<file path="config.mk">
export PLATFORM = sky130hd
export DESIGN_NAME = dram_cycle_arbiter
export DESIGN_NICKNAME = d
export VERILOG_FILES = /design/src/rtl/dram_arb_pkg.sv /design/src/rtl/clk_divider.sv /design/src/rtl/dma_grant.sv /design/src/rtl/cpu_cycle.sv /design/src/rtl/dram_cycle_arbiter.sv
export SDC_FILE = /design/constraint.sdc
export NUM_CORES = 1
export LEC_CHECK = 0
export ABC_CLOCK_PERIOD_IN_PS = 1630
export BUFFER_PORTS_ARGS = -buffer_cell sky130_fd_sc_hd__buf_2
export CORE_ASPECT_RATIO = 1.2
export CORE_MARGIN = 3
export CORE_UTILIZATION = 35
export CTS_CLUSTER_SIZE = 24
export DETAILED_ROUTE_END_ITERATION = 10
export GPL_TIMING_DRIVEN = 0
export PLACE_DENSITY = 0.68
export SLEW_MARGIN = 10
export SYNTH_ARGS = -nofsm -noshare
export SYNTH_HDL_FRONTEND = slang
export SYNTH_SLANG_ARGS = --single-unit
</file>
<file path="constraint.sdc">
create_clock -name clk -period 1.63 [get_ports clk]
set_input_delay 0.2445 -clock clk [delete_from_list [all_inputs] [get_ports clk]]
set_output_delay 0.2445 -clock clk [all_outputs]
set_load 0.02 [all_outputs]
</file>
<file path="src/rtl/dram_arb_pkg.sv">
package dram_arb_pkg;

    // Divider bit positions of the CPU-rate clock and its half-rate companion.
    localparam int CPU_CLK_BIT  = 0;
    localparam int HALF_CLK_BIT = 1;

    // Extra CPU-clock periods before acknowledging a serial-controller access.
    localparam int PER_EXTRA_CPU_CLKS = 2;

    typedef enum logic [1:0] {
        CYC_IDLE    = 2'd0,
        CYC_STRETCH = 2'd1,
        CYC_RUN     = 2'd2
    } cyc_state_t;

    typedef enum logic {
        ACC_RAM = 1'b0,
        ACC_PER = 1'b1
    } acc_kind_t;

    typedef struct packed {
        acc_kind_t kind;
        logic      upper;
        logic      lower;
    } acc_t;

    // Legal start phase: CPU-rate clock high while the half-rate clock is low.
    function automatic logic start_phase(input logic cpu_clk, input logic half_clk);
        return cpu_clk & ~half_clk;
    endfunction

endpackage

</file>
<file path="src/rtl/clk_divider.sv">
module clk_divider
    import dram_arb_pkg::*;
#(
    parameter int STAGES = 4
) (
    input  logic              clk,
    input  logic              rst,
    output logic [STAGES-1:0] div,
    output logic              phase_ok
);

    always_ff @(posedge clk) begin
        if (rst) div <= '0;
        else     div <= div + STAGES'(1);
    end

    assign phase_ok = start_phase(div[CPU_CLK_BIT], div[HALF_CLK_BIT]);

    // the divider advances by one each master edge
    a_r1_div_step: assert property (@(posedge clk) disable iff (rst)
        !$past(rst) |-> div == $past(div) + STAGES'(1));

endmodule

</file>
<file path="src/rtl/dma_grant.sv">
module dma_grant (
    input  logic clk,
    input  logic rst,
    input  logic phase_ok,
    input  logic dma_req,
    input  logic cpu_claim,
    input  logic ras_any,
    output logic gnt
);

    always_ff @(posedge clk) begin
        if (rst) begin
            gnt <= 1'b0;
        end else if (phase_ok) begin
            if (!gnt && dma_req && !cpu_claim && !ras_any) gnt <= 1'b1;
            else if (gnt && !dma_req)                     gnt <= 1'b0;
        end
    end

    // ownership changes only at the start phase
    a_r6_gnt_on_phase: assert property (@(posedge clk) disable iff (rst)
        (gnt != $past(gnt)) |-> $past(phase_ok));

endmodule

</file>
<file path="src/rtl/cpu_cycle.sv">
module cpu_cycle
    import dram_arb_pkg::*;
#(
    parameter int ROWS      = 2,
    parameter int ROW_W     = 1,
    parameter int RAM_DTACK = 2,
    parameter int CAS_AT    = 2,
    parameter int PER_DTACK = 6
) (
    input  logic              clk,
    input  logic              rst,
    input  logic              phase_ok,
    input  logic              as_n,
    input  logic              uds_n,
    input  logic              lds_n,
    input  logic              ram_sel,
    input  logic              per_sel,
    input  logic [ROW_W-1:0]  bank_sel,
    input  logic              gnt,
    output logic [ROWS-1:0]   ras,
    output logic [2*ROWS-1:0] cas_cpu,
    output logic              rcmux,
    output logic              buf_en,
    output logic              dtack_n,
    output logic              cpu_claim
);

    localparam int TCNT_W = $clog2(PER_DTACK + 1);
    localparam logic [TCNT_W-1:0] T_MAX   = TCNT_W'(PER_DTACK);
    localparam logic [TCNT_W-1:0] T_RAMDT = TCNT_W'(RAM_DTACK);
    localparam logic [TCNT_W-1:0] T_CAS   = TCNT_W'(CAS_AT);
    localparam logic [TCNT_W-1:0] T_COL   = TCNT_W'(1);

    cyc_state_t         state;
    acc_t               acc;
    logic [ROW_W-1:0]   row;
    logic [TCNT_W-1:0]  tcnt;
    logic               start_now;
    logic               run_ram;
    logic               resume_now;

    assign start_now  = (state == CYC_IDLE) && phase_ok && !as_n && (ram_sel || per_sel);
    assign resume_now = (state == CYC_STRETCH) && phase_ok && !gnt;
    assign run_ram    = (state == CYC_RUN) && (acc.kind == ACC_RAM);
    assign cpu_claim  = run_ram || resume_now || (start_now && ram_sel && !gnt);

    always_ff @(posedge clk) begin
        if (rst) begin
            state <= CYC_IDLE;
            acc   <= '{kind: ACC_RAM, upper: 1'b0, lower: 1'b0};
            row   <= '0;
            tcnt  <= '0;
        end else begin
            case (state)
                CYC_IDLE: begin
                    if (start_now) begin
                        acc.kind  <= ram_sel ? ACC_RAM : ACC_PER;
                        acc.upper <= !uds_n;
                        acc.lower <= !lds_n;
                        row       <= bank_sel;
                        tcnt      <= '0;
                        state     <= (ram_sel && gnt) ? CYC_STRETCH : CYC_RUN;
                    end
                end
                CYC_STRETCH: begin
                    if (resume_now) begin
                        state <= CYC_RUN;
                        tcnt  <= '0;
                    end
                end
                CYC_RUN: begin
                    if (as_n)              state <= CYC_IDLE;
                    else if (tcnt != T_MAX) tcnt  <= tcnt + TCNT_W'(1);
                end
                default: state <= CYC_IDLE;
            endcase
        end
    end

    genvar r;
    generate
        for (r = 0; r < ROWS; r++) begin : g_row
            logic hit;
            assign hit              = run_ram && (row == ROW_W'(r));
            assign ras[r]           = hit;
            assign cas_cpu[2*r]     = hit && (tcnt >= T_CAS) && acc.lower;
            assign cas_cpu[2*r + 1] = hit && (tcnt >= T_CAS) && acc.upper;
        end
    endgenerate

    assign rcmux   = run_ram && (tcnt >= T_COL);
    assign buf_en  = run_ram;
    assign dtack_n = !((state == CYC_RUN) &&
                       (tcnt >= ((acc.kind == ACC_RAM) ? T_RAMDT : T_MAX)));

    // a row strobe only ever rises on a start-phase edge
    a_r2_start_phase: assert property (@(posedge clk) disable iff (rst)
        $rose(|ras) |-> $past(phase_ok));

endmodule

</file>
<file path="src/rtl/dram_cycle_arbiter.sv">
module dram_cycle_arbiter
    import dram_arb_pkg::*;
#(
    parameter int ROWS       = 2,
    parameter int DIV_STAGES = 4,
    parameter int RAM_DTACK  = 2,
    localparam int ROW_W     = (ROWS > 1) ? $clog2(ROWS) : 1
) (
    input  logic                  clk,
    input  logic                  rst,
    input  logic                  as_n,
    input  logic                  uds_n,
    input  logic                  lds_n,
    input  logic                  ram_sel,
    input  logic                  per_sel,
    input  logic [ROW_W-1:0]      bank_sel,
    input  logic                  dma_req,
    input  logic                  dma_wp,
    output logic [DIV_STAGES-1:0] div_clk,
    output logic                  dma_gnt,
    output logic [ROWS-1:0]       ras_n,
    output logic [2*ROWS-1:0]     cas_n,
    output logic                  rcmux,
    output logic                  buf_en,
    output logic                  dtack_n
);

    localparam int DMA_ROW   = ROWS - 1;
    localparam int PER_DTACK = RAM_DTACK + PER_EXTRA_CPU_CLKS * (2 << CPU_CLK_BIT);

    logic              phase_ok;
    logic              cpu_claim;
    logic [ROWS-1:0]   ras;
    logic [2*ROWS-1:0] cas_cpu;

    clk_divider #(.STAGES(DIV_STAGES)) u_div (
        .clk(clk), .rst(rst), .div(div_clk), .phase_ok(phase_ok)
    );

    dma_grant u_gnt (
        .clk(clk), .rst(rst), .phase_ok(phase_ok), .dma_req(dma_req),
        .cpu_claim(cpu_claim), .ras_any(|ras), .gnt(dma_gnt)
    );

    cpu_cycle #(
        .ROWS(ROWS), .ROW_W(ROW_W), .RAM_DTACK(RAM_DTACK),
        .CAS_AT(RAM_DTACK), .PER_DTACK(PER_DTACK)
    ) u_cpu (
        .clk(clk), .rst(rst), .phase_ok(phase_ok), .as_n(as_n),
        .uds_n(uds_n), .lds_n(lds_n), .ram_sel(ram_sel), .per_sel(per_sel),
        .bank_sel(bank_sel), .gnt(dma_gnt), .ras(ras), .cas_cpu(cas_cpu),
        .rcmux(rcmux), .buf_en(buf_en), .dtack_n(dtack_n), .cpu_claim(cpu_claim)
    );

    assign ras_n = ~ras;

    genvar r;
    generate
        for (r = 0; r < ROWS; r++) begin : g_cas
            if (r == DMA_ROW) begin : g_dma_row
                assign cas_n[2*r]     = dma_gnt ? ~dma_wp : ~cas_cpu[2*r];
                assign cas_n[2*r + 1] = dma_gnt ? ~dma_wp : ~cas_cpu[2*r + 1];
            end else begin : g_cpu_row
                assign cas_n[2*r]     = ~cas_cpu[2*r];
                assign cas_n[2*r + 1] = ~cas_cpu[2*r + 1];
            end
            // a column strobe needs either DMA ownership or its own row strobe
            a_r9_cas_owner: assert property (@(posedge clk) disable iff (rst)
                (!cas_n[2*r] || !cas_n[2*r + 1]) |-> (dma_gnt || !ras_n[r]));
        end
    endgenerate

    // no CPU row strobe while DMA owns the RAM
    a_r5_gnt_no_ras: assert property (@(posedge clk) disable iff (rst)
        dma_gnt |-> &ras_n);

    // the CPU data buffer stays closed during DMA ownership
    a_r8_buf_closed: assert property (@(posedge clk) disable iff (rst)
        buf_en |-> !dma_gnt);

endmodule

</file>
After elaboration in Yosys (flattened, before gate mapping)
Index checks and enable logic that the tools add are counted.
W data, S select, Z words.
{"block": "totals", "inputBits": 10, "wordCells": 89, "out_inout_bits": 14, "reg_bits": 14}
{"block": "op_classes", "reduce_logical": 42, "n_eq_ne": 8, "n_lt_le_gt_ge": 3, "mux": 16, "n_addsub": 2, "bitwise_logic": 10}
{"op": "$logic_and A1 B1 Y1", "n": 23}
{"op": "$mux W3", "n": 5}
{"op": "$pmux W3 S3", "n": 1}
{"op": "$logic_not A1 Y1", "n": 8}
{"op": "$mux W2", "n": 4}
{"op": "$not A1 Y1", "n": 8}
{"op": "$ne A2 B2 Y1 const B", "n": 3}
{"op": "$pmux W2 S3", "n": 1}
{"op": "$mux W1", "n": 5}
{"op": "$reduce_and A5 Y1", "n": 1}
{"op": "$add A4 B1 Y4 const B", "n": 1}
{"op": "$ne A2 B1 Y1 const B", "n": 2}
{"op": "$reduce_and A2 Y1", "n": 2}
{"op": "$add A3 B1 Y3 const B", "n": 1}
{"op": "$ge A3 B1 Y1 const B", "n": 1}
{"op": "$ge A3 B2 Y1 const B", "n": 1}
{"op": "$ge A3 B3 Y1", "n": 1}
{"op": "$logic_or A1 B1 Y1", "n": 3}
{"op": "$ne A3 B3 Y1 const B", "n": 1}
{"op": "$reduce_and A3 Y1", "n": 1}
{"op": "$reduce_bool A3 Y1", "n": 1}
{"op": "$eq A2 B1 Y1 const B", "n": 1}
{"op": "$eq A2 B2 Y1 const B", "n": 1}
{"op": "$logic_not A2 Y1", "n": 1}
{"op": "4 further kinds", "n": 4}

Logic depth before layout (Yosys ltp)
Gate-level depths: netlist (run 1).
{"block": "depth", "ltp_word": 13, "mapped_depth": 6, "mapped_depth_nobuf": 6}

Cells and area by module
A second synthesis (run 1) with hierarchy kept.
{"block": "hier_totals", "cells_unflattened": 106, "area_unflattened_um2": 865.8}
{"mod": "cpu_cycle", "cells_each": 79, "n_inst": 1, "area_each_um2": 620.6, "seq_area_each_um2": 180.2}
{"mod": "clk_divider", "cells_each": 15, "n_inst": 1, "area_each_um2": 158.9, "seq_area_each_um2": 80.1}
{"mod": "dma_grant", "cells_each": 5, "n_inst": 1, "area_each_um2": 45.0, "seq_area_each_um2": 20.0}
{"mod": "dram_cycle_arbiter", "cells_each": 7, "n_inst": 1, "area_each_um2": 41.3, "seq_area_each_um2": 0.0}

Worst setup path after synthesis (run 1)
No wires, ideal clock.
{"block": "synth_path", "path_type": "reg2reg", "from": "register u_div.div[0]", "to": "register u_gnt.gnt", "required_time_ps": 1511, "setup_slack_ps": -88, "setup_ps": 119, "path_buffers": 0, "synth_period_minus_slack_ps": 1718, "stages_incl_launch_ff": 6, "t_arrival_ps": 1599, "path_cell_list": "dfxtp_1 -> ha_1 -> inv_2 -> nor4b_4 -> a211oi_1 -> o221a_1"}
{"block": "synth_between", "elab_chain_len": 12, "elab_cells_between_ends": 16, "cone_classes": "mux: 1; bitwise: 1; reduce/logical: 14"}
{"element": "from (decl)", "line_no": "clk_divider.sv:8", "text": "output logic [STAGES-1:0] div,"}
{"element": "from (signal assigned)", "line_no": "clk_divider.sv:14", "text": "else div <= div + STAGES'(1);"}
{"element": "$and A1 B1 Y1 (*)", "line_no": "dram_arb_pkg.sv:29", "text": "return cpu_clk & ~half_clk;"}
{"element": "$logic_and A1 B1 Y1 (3 in series)", "line_no": "cpu_cycle.sv:42", "text": "assign start_now = (state == CYC_IDLE) && phase_ok && !as_n && (ram_sel || per_sel);"}
{"element": "$logic_and A1 B1 Y1 (2 in series)", "line_no": "cpu_cycle.sv:45", "text": "assign cpu_claim = run_ram || resume_now || (start_now && ram_sel && !gnt);"}
{"element": "$logic_or A1 B1 Y1", "line_no": "cpu_cycle.sv:45"}
{"element": "$logic_not A1 Y1", "line_no": "dma_grant.sv:15", "text": "if (!gnt && dma_req && !cpu_claim && !ras_any) gnt <= 1'b1;"}
{"element": "$logic_and A1 B1 Y1 (2 in series)", "line_no": "dma_grant.sv:15"}
{"element": "$reduce_bool A2 Y1 (no line)"}
{"element": "$reduce_and A2 Y1 (no line)"}
{"element": "to (signal assigned)", "line_no": "dma_grant.sv:13", "text": "gnt <= 1'b0;"}
{"element": "to (signal assigned)", "line_no": "dma_grant.sv:15"}
{"element": "to (signal assigned)", "line_no": "dma_grant.sv:16", "text": "else if (gnt && !dma_req) gnt <= 1'b0;"}
{"element": "to (decl)", "line_no": "dma_grant.sv:8", "text": "output logic gnt"}
Every way passes the cells marked *; elsewhere a longest branch is shown, timed or not.
A chain may end at the register's enable or synchronous reset.

Worst setup path in the final report (run 1)
{"block": "layout_path", "from": "register u_cpu.acc[2] (netlist name)", "to": "output cas_n[3]"}
{"block": "layout_between", "elab_chain_len": 7}
{"element": "from (decl)", "line_no": "cpu_cycle.sv:35", "text": "acc_t acc;"}
{"element": "from (signal assigned)", "line_no": "cpu_cycle.sv:50", "text": "acc <= '{kind: ACC_RAM, upper: 1'b0, lower: 1'b0};"}
{"element": "$not A1 Y1", "line_no": "cpu_cycle.sv:44", "text": "assign run_ram = (state == CYC_RUN) && (acc.kind == ACC_RAM);"}
{"element": "$logic_and A1 B1 Y1", "line_no": "cpu_cycle.sv:44"}
{"element": "$logic_and A1 B1 Y1", "line_no": "cpu_cycle.sv:84", "text": "assign hit = run_ram && (row == ROW_W'(r));"}
{"element": "$logic_and A1 B1 Y1 (2 in series)", "line_no": "cpu_cycle.sv:87", "text": "assign cas_cpu[2*r + 1] = hit && (tcnt >= T_CAS) && acc.upper;"}
{"element": "$not A1 Y1", "line_no": "dram_cycle_arbiter.sv:62", "text": "assign cas_n[2*r + 1] = dma_gnt ? ~dma_wp : ~cas_cpu[2*r + 1];"}
{"element": "$mux W1", "line_no": "dram_cycle_arbiter.sv:62"}
{"element": "to (decl)", "line_no": "dram_cycle_arbiter.sv:22", "text": "output logic [2*ROWS-1:0] cas_n,"}
Every way passes these cells.

==> flow_summary_export.csv, run 1 <==
group,metric,value,unit
synth,syn_nets,102,
floorplanning,rows,18,
timing,period_needed,1.68,ns
clock_network,clock_path_buffers,2,
status,violations,"negative setup slack",
finish,nFillCells,207,
route,wirelength,1970,um
finish,drive_above_1_share,45.8,%
route,vias_per_cell,5.20,
grt,grt_pass1_wl,3320,um
place,dp_cells,139,
worst_setup_path,cp-start-kind,"flip-flop",
worst_setup_path,critPathTopFamily,"simple AND/OR/NAND/NOR gates",
grt,grt_overflow,0,
timing,setup_slack,-0.0466,ns
timing,setup_viol,2,
synth,netlist_area,777,um^2
route,firstDrtPassIters,4,
worst_setup_path,cp-end-kind,"output port",
finish,finalNonFillerCells,148,
finish,diodes,0,
route,final_antenna_net_count,0,
worst_setup_path,path_max_fanout,3,
synth,syn_inst,86,
power_and_ir_drop,p_leak,0.420,nW
grt,grt_start_max_net_pins,11,
floorplanning,dieWidth,49.0,um
synth,synthDistinctLibCells,34,
floorplanning,core-area,2090,um^2
grt,antenna_found_initial,0,
route,drt_iter0_drc,14,
grt,grt_use_total,14.9,%
clock_network,clk_pin_slew,0.08,ns
worst_hold_path,hold_class,"input port to flip-flop",
worst_setup_path,path_class,"flip-flop to output port",
power_and_ir_drop,ir_worst_vdd,510,uV
timing,worst_pin_slew,0.466,ns
timing,final_hold_viol_count,0,
worst_setup_path,crit_buf_inv,1,
route,drc,0,
flow_run,drv_cap,0,
finish,fin_util,52.6,%
floorplanning,die_h,57.6,um
finish,area.growth.synth_to_final,41.7,%
timing,rsz0062_at_grt,"true",
route,vias,770,
clock_network,cts_sinks,14,
place,gp_congestion,0.834,
clock_network,cts_buffers,3,
timing,drv_slew,0,
status,status,"complete, but fails checks",
clock_network,cts_root_buf,"clkbuf_4",
timing,period_share,103,%
timing,clock_skew,0.00152,ns
worst_setup_path,crit_required,1.39,ns
floorplanning,ioPinCount,24,
timing,max_slew_margin,68.9,%
clock_network,cts_hold_buf,0,
worst_setup_path,path_cells,"nor3b_4 -> o21ai_2 -> nor3b_2 -> a22oi_1 -> buf_4",
synth,ys_ff_latch,14,
finish,nets,135,
power_and_ir_drop,finalPower,785,uW
place,port_buffers,23,
grt,grt_pass1_vias,747,
timing,fmax,596,MHz
power_and_ir_drop,p_per_area,713,nW/um^2
synth,yosysSeqAreaShare,36.1,%
route,wire_per_inst,13.3,um
worst_setup_path,max_stage_delay,0.37,ns
worst_setup_path,arrival,1.43,ns
synth,avgSynthCellArea,9.03,um^2
floorplanning,die_area,2820,um^2
synth,yosysWarnings,0,
floorplanning,start_util,37.1,%
clock_network,cts_max_level,1,
place,dp_hpwl,1370,um
clock_network,worstSkewPairLatency,0.28,ns
worst_setup_path,cp_slowest_cell,"dfxtp_4",
clock_network,cts_tree,"done",
==> worst register-to-register path: stages, from the launching register on <==
cell and delay [ns]:
dfxtp_1 0.34, inv_1 0.09, ha_4 0.16, inv_2 0.05, nor4b_4 0.31, buf_6 0.17
mux2i_1 0.19, nor2_1 0.05
==> report_power, final <==
part | total, mW | internal [mW] | leakage [nW] | switching [mW]
combinational | 0.155 | 0.0698 | 0.280 | 0.0855
clock | 0.250 | 0.136 | 0.0210 | 0.114
sequential | 0.380 | 0.355 | 0.119 | 0.0250
==> registers in the layout (all words and copies together) (netlist names) <==
name	count
u_gnt.gnt	1
u_cpu.tcnt	3
u_div.div	4
u_cpu.state	2
u_cpu.row	1
u_cpu.acc	3
==> what timing repair did <==
| action | in CTS | in global routing |
|---|---|---|
| setup endpoints to repair | 9 | 9 |
| hold endpoints to repair | 0 | 0 |
| pin swaps | 4 | 5 |
| buffers inserted | 4 | 1 |
| gates resized for setup | 16 | 13 |
==> per-layer routing <==
layer  vias to the layer above  GRT usage, %  part of all wire, %
li1                        380             -                    -
met1                       374          16.9                   43
met2                        14          26.8                   51
met3                         2          5.66                  4.7
met4                         0          2.85                 0.91
met5                         -             0                    0
==> path summary, 6_finish.rpt <==
check / from / end / slack [ns] / depth (start not counted)
hold / removal: uds_n / u_cpu.acc[1] / 0.13 / 2
hold reg to reg: u_div.div[0] / u_div.div[0] / 0.49 / 1
setup / recovery: u_cpu.acc[2] / cas_n[3] / -0.05 / 5
setup reg to reg: u_div.div[1] / u_cpu.row / 0.15 / 7
==> Yosys cell counts (all sizes together) <==
library cell   n  area, um^2
or2            1        6.26
buf            1        5.00
o221a          1        11.3
o32ai          1        8.76
xor2           1        8.76
clkbuf         1        3.75
o211ai         1        7.51
a211oi         5        37.5
nor3           2        10.0
o2111ai        2        17.5
o21a           2        15.0
nand3b         2        15.0
a31o           1        8.76
nand2b         1        6.26
ha             6        75.1
nand2          5        18.8
dfxtp         14         280
a31oi          1        6.26
nor2b          1        6.26
nor3b          2        20.0
nand3          2        10.0
o21ai          2        10.0
a2111oi        1        8.76
a22oi          2        15.0
inv            7        26.3
nor4b          1        23.8
xnor2          2        17.5
nor2          13        48.8
o41a           1        11.3
o41ai          2        17.5
mux2i          2        20.0
==> logic make-up after synthesis <==
logic type	share of synthesized area [%]
simple gates	21.3
compound gates	22.5
flops	36.1
buf+inv	4.51
fa+ha+maj	9.66
xor+xnor	3.38
mux	2.58
==> final cells by class <==
cell class	instances	area [um^2]	share of cell area [%]
flip-flops and latches	14	302	27.4
repair buffers	28	171	15.6
clock buffers	4	36.3	3.30
plain buffers	2	8.76	0.795
well taps	30	37.5	3.41
multi-input cells	63	517	46.9
inverters	7	28.8	2.61
==> metrics by stage <==
stage | hold WS, ns | setup WS [ns] | setup TNS, ns | area (um^2)
3_3_place_gp | 0.430 | -0.0595 | -0.0595 | 937
3_5_place_dp | 0.431 | -0.0931 | -0.122 | 937
2_1_floorplan | 0.334 | -0.00547 | -0.00547 | 785
5_1_grt | 0.120 | -0.149 | -0.444 | 1100
6_report | 0.133 | -0.0466 | -0.0791 | 1100
4_1_cts | 0.127 | -0.0636 | -0.121 | 1050
==> cell usage in the layout, fill, tap and decap left out, drive strengths merged, types with 5 or more instances in the layout <==
cell type / netlist / routed
clkbuf: 1 / 5
dfxtp: 14 / 14
buf: 1 / 29
inv: 7 / 7
ha: 6 / 6
nand2: 5 / 5
nor2: 13 / 13
a211oi: 5 / 5
(Power assumes the default switching activity.)
==> inputs of run 2 (changes only) <==
--- a/config.mk
+++ b/config.mk
@@ -18,3 +18,4 @@
 export SYNTH_ARGS = -nofsm -noshare
 export SYNTH_HDL_FRONTEND = slang
 export SYNTH_SLANG_ARGS = --single-unit
+export TNS_END_PERCENT = 1
==> flow_summary_export.csv, run 2 (synthesis gave the netlist of run 1 again) <==
group,metric,value,unit
finish,nets,136,
route,met2_length,966,um
finish,largest_register_ffs,4,
power_and_ir_drop,p_per_area,732,nW/um^2
finish,area.growth.synth_to_final,36.9,%
floorplanning,dieWidth,49.0,um
clock_network,clock_path_buffers,2,
grt,grt_use_total,14.2,%
finish,drive_above_1_share,42.9,%
power_and_ir_drop,p_seq_share,48.5,%
power_and_ir_drop,pwr-share-clk,32.1,%
clock_network,cts_max_level,1,
timing,rsz0062_at_grt,"true",
status,status,"complete, but fails checks",
finish,seq_area,299,um^2
worst_setup_path,crit_required,1.39,ns
timing,setup_viol,4,
finish,final_common_cell,"buf_2",
power_and_ir_drop,netSwitchingFraction,28.1,%
clock_network,cts_hold_buf,0,
finish,reg_top3,"u_div.div (4), u_cpu.acc (3), u_cpu.tcnt (3)",
place,gp_congestion,0.834,
grt,grt_pass1_vias,706,
worst_hold_path,hold_path_depth,2,
worst_setup_path,cp-startpoint,"u_cpu.acc[2]",
floorplanning,rows,18,
timing,fmax,597,MHz
power_and_ir_drop,ir_worst_vdd,511,uV
worst_setup_path,worst_r2r_endpoint,"u_cpu.row",
power_and_ir_drop,internal_power,560,uW
finish,fin_area,1060,um^2
power_and_ir_drop,power_frac_comb,19.5,%
timing,clock_skew,0.000729,ns
route,vias_per_cell,5.14,
timing,period_needed,1.68,ns
place,port_buffers,23,
grt,grt_pass1_wl,3150,um
finish,finalNonFillerCells,149,
floorplanning,core-area,2090,um^2
clock_network,cts_buffers,3,
clock_network,clk_pin_slew,0.08,ns
timing,setup_slack,-0.0456,ns
route,wl_met3,92,um
worst_setup_path,r2r_cells,7,
place,dp_cells,139,
timing,holdWs,0.134,ns
floorplanning,die_h,57.6,um
place,place_ws,-0.0931,ns
timing,max_slew_margin,68.5,%
timing,period_share,103,%
finish,diodes,0,
route,drt_iter0_drc,6,
grt,grt_start_max_net_pins,11,
timing,final_hold_viol_count,0,
worst_setup_path,rr_startpoint,"u_div.div[1]",
power_and_ir_drop,p_leak,0.421,nW
route,wire_per_inst,12.5,um
route,wirelength,1870,um
power_and_ir_drop,switchingPower,219,uW
finish,nFillCells,211,
floorplanning,start_util,37.1,%
worst_hold_path,hold_class,"input port to flip-flop",
finish,layout_common_cells,"22 x buf_2, 13 x nor2_1, 7 x buf_4, 7 x dfxtp_1",
floorplanning,ioPinCount,24,
grt,grt_overflow,0,
worst_hold_path,hold_start,"uds_n",
route,firstDrtPassIters,4,
power_and_ir_drop,finalPower,778,uW
place,dp_hpwl,1370,um
clock_network,cts_tree,"done",
worst_setup_path,path_max_fanout,3,
clock_network,worstSkewPairLatency,0.28,ns
worst_setup_path,cp-start-kind,"flip-flop",
grt,antenna_found_initial,0,
status,violations,"negative setup slack",
finish,top_register,"u_div.div",
clock_network,cts_sinks,14,
timing,worst_pin_slew,0.473,ns
finish,multi_input_area,487,um^2
flow_run,drv_cap,0,
worst_setup_path,crit_path_end,"dtack_n",
route,vias,766,
floorplanning,die_area,2820,um^2
route,drc,0,
timing,drv_slew,0,
route,dr.max_layer_used,"met4",
worst_setup_path,arrival,1.43,ns
worst_setup_path,path_class,"flip-flop to output port",
worst_setup_path,cp-end-kind,"output port",
route,met1_length,790,um
clock_network,cts_root_buf,"clkbuf_4",
place,placed_area,937,um^2
worst_setup_path,r2r_slack,0.15,ns
route,final_antenna_net_count,0,
-- run 2: worst min-delay path by stage --
stage,end,slack [ns]
finish,u_cpu.acc[1],0.13
detailed placement,u_cpu.acc[1],0.43
global placement,u_cpu.acc[0],0.43
global route,u_cpu.acc[1],0.12
CTS,u_cpu.acc[1],0.13
floorplan,u_cpu.state[0],0.33
-- run 2: power groups by stage --
stage | clock network, mW | logic (mW) | registers (mW)
after floorplan | 0 | 0.0798 | 0.397
after global placement | 0 | 0.131 | 0.390
after detailed placement | 0 | 0.135 | 0.391
after CTS | 0.257 | 0.141 | 0.383
after global routing | 0.273 | 0.168 | 0.381
final | 0.249 | 0.152 | 0.377
-- run 2: final cells by class --
| class | instances | area share (%) |
|---|---|---|
| flip-flops and latches | 14 | 28.1 |
| repair buffers | 29 | 15.9 |
| multi-input cells | 63 | 45.8 |
| clock buffers | 4 | 3.41 |
| inverters | 7 | 2.47 |
| plain buffers | 2 | 0.824 |
| well taps | 30 | 3.53 |
-- run 2: repair_timing --
action / 4_1_cts / 5_1_grt
resized for setup: 7 / 11
setup endpoints to repair: 9 / 10
buffers inserted: 3 / 3
endpoints found under the hold margin: 0 / 0
pin swaps: 1 / 4
-- run 2: through the flow --
stage | setup TNS, ns | util [%]
2_1_floorplan | -0.00547 | -
3_3_place_gp | -0.0595 | 44.7
3_5_place_dp | -0.122 | 44.7
4_1_cts | -0.193 | 48.3
5_1_grt | -0.607 | 50.8
6_report | -0.136 | 50.8
-- run 2: worst max-delay path, cell delays in order, from the launching register on --
cell and delay (ns):
dfxtp_2 0.37, inv_1 0.05, ha_1 0.26, o21a_1 0.11
o211ai_1 0.19, buf_4 0.17
-- run 2: per-layer routing --
metal / GRT usage, % / up-vias
li1: - / 381
met1: 16.1 / 369
met2: 25.4 / 14
met3: 5.66 / 2
met4: 2.85 / 0
met5: 0 / -
